### config.mk
export PLATFORM = sky130hd
export DESIGN_NAME = phy_pwr_seq
export DESIGN_NICKNAME = d
export VERILOG_FILES = /design/src/rtl/phy_pwr_seq.sv
export SDC_FILE = /design/constraint.sdc
export NUM_CORES = 1
export LEC_CHECK = 0
export BUFFER_PORTS_ARGS = -buffer_cell sky130_fd_sc_hd__buf_2
export CAP_MARGIN = 20
export CORE_UTILIZATION = 55
export CTS_CLUSTER_DIAMETER = 80
export DETAILED_ROUTE_END_ITERATION = 12
export PLACE_DENSITY = 0.77
export REMOVE_ABC_BUFFERS = 1
export SYNTH_ARGS = -nofsm -noshare
export SYNTH_HDL_FRONTEND = slang
export SYNTH_SLANG_ARGS = --single-unit
### constraint.sdc
create_clock -name clk -period 2.35 [get_ports clk]
set_input_delay 0 -clock clk [delete_from_list [all_inputs] [get_ports clk]]
set_output_delay 0 -clock clk [all_outputs]
set_load 0.005 [all_outputs]
### src/rtl/phy_pwr_seq.sv
module phy_pwr_seq #(
  parameter int HOLD_G1    = 4,
  parameter int HOLD_G2    = 6,
  parameter int LOCK_WAIT  = 20,
  parameter int READY_WAIT = 20
) (
  input  logic       clk,
  input  logic       rst_n,
  input  logic       start,
  input  logic       stop,
  input  logic [7:0] type_id,
  input  logic       pll_lock,
  input  logic       tx_ready,
  input  logic       cfg_done,
  input  logic       ret_drop_en,
  output logic       phy_rst,
  output logic       tx_pwr_on,
  output logic       pddq,
  output logic       svsret,
  output logic       cfg_req,
  output logic       powered,
  output logic       busy,
  output logic       err
);

  localparam int M1   = (HOLD_G1 > HOLD_G2) ? HOLD_G1 : HOLD_G2;
  localparam int M2   = (LOCK_WAIT > READY_WAIT) ? LOCK_WAIT : READY_WAIT;
  localparam int MAXC = (M1 > M2) ? M1 : M2;
  localparam int CW   = $clog2(MAXC + 1);

  typedef enum logic [3:0] {
    S_IDLE, S_TXOFF, S_PDON, S_RETLO, S_HOLD, S_REL, S_CFGW,
    S_TXON, S_LOCK, S_ON, S_DNPD, S_DNWAIT
  } st_t;

  st_t           st;
  logic [CW-1:0] cnt;
  logic          rst_on, gen1_q, ret_use_q;
  logic          id_ok, id_ret, id_g1, go;

  assign id_g1  = (type_id == 8'h00);
  assign id_ret = (type_id == 8'hB2) || (type_id == 8'hC2) || (type_id == 8'hF3);
  assign id_ok  = id_g1 || id_ret || (type_id == 8'hE2) || (type_id == 8'hF2);
  assign go     = (st == S_IDLE) && start;

  assign phy_rst = rst_on ^ gen1_q;
  assign powered = (st == S_ON);
  assign busy    = (st != S_IDLE) && (st != S_ON);

  always_ff @(posedge clk or negedge rst_n) begin
    if (!rst_n) begin
      st        <= S_IDLE;
      cnt       <= '0;
      rst_on    <= 1'b0;
      gen1_q    <= 1'b0;
      ret_use_q <= 1'b0;
      tx_pwr_on <= 1'b0;
      pddq      <= 1'b1;
      svsret    <= 1'b0;
      cfg_req   <= 1'b0;
      err       <= 1'b0;
    end else begin
      case (st)
        S_IDLE: if (go) begin
          if (id_ok) begin
            gen1_q    <= id_g1;
            ret_use_q <= id_ret;
            rst_on    <= 1'b1;
            err       <= 1'b0;
            st        <= S_TXOFF;
          end else begin
            err <= 1'b1;
          end
        end
        S_TXOFF: begin
          tx_pwr_on <= 1'b0;
          st        <= S_PDON;
        end
        S_PDON: begin
          pddq <= 1'b1;
          st   <= S_RETLO;
        end
        S_RETLO: begin
          svsret <= 1'b0;
          cnt    <= gen1_q ? CW'(HOLD_G1 - 1) : CW'(HOLD_G2 - 1);
          st     <= S_HOLD;
        end
        S_HOLD: begin
          if (cnt == '0) begin
            svsret <= ret_use_q;
            st     <= S_REL;
          end else begin
            cnt <= cnt - 1'b1;
          end
        end
        S_REL: begin
          rst_on  <= 1'b0;
          cfg_req <= 1'b1;
          st      <= S_CFGW;
        end
        S_CFGW: begin
          cfg_req <= 1'b0;
          if (cfg_done) begin
            pddq <= 1'b0;
            st   <= S_TXON;
          end
        end
        S_TXON: begin
          tx_pwr_on <= 1'b1;
          cnt       <= CW'(LOCK_WAIT);
          st        <= S_LOCK;
        end
        S_LOCK: begin
          if (pll_lock) begin
            st <= S_ON;
          end else if (cnt == '0) begin
            err       <= 1'b1;
            tx_pwr_on <= 1'b0;
            pddq      <= 1'b1;
            st        <= S_IDLE;
          end else begin
            cnt <= cnt - 1'b1;
          end
        end
        S_ON: if (stop) begin
          tx_pwr_on <= 1'b0;
          st        <= S_DNPD;
        end
        S_DNPD: begin
          pddq <= 1'b1;
          cnt  <= CW'(READY_WAIT);
          st   <= S_DNWAIT;
        end
        S_DNWAIT: begin
          if (!tx_ready) begin
            if (ret_drop_en) svsret <= 1'b0;
            st <= S_IDLE;
          end else if (cnt == '0) begin
            err <= 1'b1;
            st  <= S_IDLE;
          end else begin
            cnt <= cnt - 1'b1;
          end
        end
        default: st <= S_IDLE;
      endcase
    end
  end

endmodule

==> summary.md <==
| Metric | Value |
|---|---|
| Max Buffers Root-to-Sink | `2` |
| Worst Setup Path Type | `reg -> reg` |
| Setup TNS | `0 ns` |
| Avg Vias per Cell | `6.14` |
| CTS clk-pin slew, worst paths | `0.10 ns` |
| Finished Core Util | `0.673` |
| Critical Path End Type | `register` |
| Post-DR wirelength/cell | `15.1 um` |
| Root buf cell | `clkbuf_4` |
| CP Launch Type | `register` |
| Pre-CTS WS | `0.326 ns` |
| Area grow syn2layout | `14.8%` |
| Pwr Density | `1290 mW/mm2` |
| # clock sinks | `17` |
| Fraction of layout cells with a size suffix above 1 | `0.236` |
| Die area | `0.00255 mm2` |
| GRT Util Overall | `0.270` |
| Starting Density | `0.586` |
| Pre-Repair DR Iteration Count | `4` |
| Commonest cells after routing, fill and taps aside | `buf_2, nor2_1, dfrtp_1` |
| Worst-margin pin slew | `0.507 ns` |
| H-tree levels | `1` |
| Max Cap Viol | `0` |
| Synthesized cell area | `0.00130 mm2` |
| Die span in x | `50.5 um` |
| Maximum clock rate | `494 MHz` |
| Io pins | `24` |
| FILL cells | `200` |
| Final #Nets | `197` |
| Commonest non-fill, non-tap cell in the layout | `buf_2` |
| Period utilization | `0.862` |
| Total design power | `1.92 mW` |
| Synth warnings | `0` |
| #FFs+latches synth | `17` |
| Cell count after synthesis | `152` |
| Leakage power total | `0.622 nW` |
| Post-Route WL | `3110 um` |
| Peak supply drop | `1110 uV` |
| Core Rows | `17` |
| Core area | `0.00221 mm2` |
| First-pass GRT wire length | `5190 um` |
| RSZ-0062 raised after global routing | `no` |
| Status | `finished clean` |
| Final hold viol count | `0` |
| DRC viols | `0` |
| Asr flop ratio synth | `1.00` |
| Hold Crit Class | `in -> reg` |
| Slew Limit Fails | `0` |
| Buffer count from post-CTS setup fixing | `0` |
| Worst EP arrival | `2.23 ns` |
| Chip height | `50.5 um` |
| CTS Hold Bufs | `3` |
| Min cycle time layout | `2.03 ns` |
| Buffers on Ports | `23` |
| N_diodes | `0` |
| Final Skew | `0.00199 ns` |
| Max transition margin | `0.662` |
| Initial drt markers | `58` |
| Finish-stage setup viols | `0` |
| Sequential-to-total area share from yosys stat | `0.329` |
| CTS tree | `done` |
| Post-route setup slack | `0.325 ns` |
| Routability cong. | `0.850` |
| Num CTS Buffers | `3` |
| Required time worst endpoint | `2.55 ns` |
| Total vias in the final route | `1,264` |
| Largest net degree at the start of global routing | `18` |
| Unique masters post-synth | `50` |
| Worst skew pair latency | `0.29 ns` |
| Grt ovf | `0` |
| Vias in the first global route | `1,241` |
| Post-synth EDFFs | `0` |
| Initial antenna violation count | `0` |
| Routed Antenna Nets | `0` |
| Largest fanout on the critical path | `10` |
| Final HPWL DP | `2330 um` |
| Post-synth top flop | `dfrtp_1` |
| Mapped Avg Cell Area | `8.53 um2` |
| Post-cts resize count | `0` |
[per-stage QoR]
| stage | cells | hold slack, ns | instance area [um2] |
|---|---|---|---|
| 2_1_floorplan | 142 | -0.296 | 1240 |
| 3_3_place_gp | 199 | -0.0581 | 1430 |
| 3_5_place_dp | 199 | -0.0516 | 1430 |
| 4_1_cts | 206 | 0.0301 | 1490 |
| 5_1_grt | 206 | 0.0603 | 1490 |
| 6_report | 206 | 0.0302 | 1490 |
[kinds of logic (layout without fill, tap and decap cells)]
| group | Yosys count | count (layout) | share of synthesized area |
|---|---|---|---|
| buf+inv | 18 | 44 | 0.0695 |
| flops | 17 | 17 | 0.329 |
| mux | 3 | 3 | 0.0270 |
| compound gates | 54 | 54 | 0.306 |
| simple gates | 55 | 55 | 0.229 |
| xor+xnor | 3 | 3 | 0.0203 |
| fa+ha+maj | 2 | 2 | 0.0193 |
[layout make-up]
class	count	area, um2	area share
repair buffers	32	190	0.128
multi-input cells	117	779	0.524
flip-flops and latches	17	427	0.287
inverters	8	30.0	0.0202
well taps	28	35.0	0.0235
clock buffers	4	26.3	0.0177
[power by group]
part	leakage (nW)	internal [mW]	switching (mW)	total [mW]
Sequential	0.205	0.421	0.165	0.586
Combinational	0.402	0.537	0.633	1.17
Clock	0.0150	0.0660	0.0931	0.159
Total	0.622	1.02	0.891	1.92
[synthesized netlist by cell type (3+ instances only)]
master,n,share of area
nand2b_1,6,0.029
o22ai_1,3,0.014
nand2_1,9,0.026
dfrtp_1,16,0.31
nor3_1,6,0.023
buf_2,5,0.019
nor2_1,18,0.052
nand3b_1,4,0.023
nand3_1,4,0.015
o21ai_0,7,0.027
a21oi_1,11,0.042
o31ai_1,7,0.041
o22a_1,4,0.027
inv_1,8,0.023
[critical path, stage by stage, from the launching register on]
cell and delay [ns]:
dfrtp_1 0.42, inv_1 0.10, ha_1 0.16, or4b_1 0.66, o21ai_2 0.19, o31ai_1 0.13, o32ai_2 0.28
[flip-flops by register name (all words and copies together) (netlist names)]
register and cells:
tx_pwr_on 1, cfg_req 1, svsret 1, st 4, cnt 5, rst_on 1
gen1_q 1, err 1, pddq 1, ret_use_q 1
[worst paths after layout]
path,start,end,slack (ns),cells past startpoint
worst max-delay path,cnt[0],st[0],0.32,6
worst max register to register,cnt[0],st[0],0.32,6
worst min-delay path,type_id[7],gen1_q,0.03,4
min in group asynchronous,rst_n,st[1],0.15,2
worst min register to register,pddq,pddq,0.49,2
max in group asynchronous,rst_n,pddq,1.88,2
[layer usage]
layer / GRT usage / wire (um) / share of wire
met4: 0.116 / 43 / 0.014
met3: 0.0515 / 221 / 0.071
met5: 0 / 0 / 0
met2: 0.460 / 1460 / 0.47
met1: 0.328 / 1380 / 0.44
No activity file was read; power rests on OpenSTA's default activity.
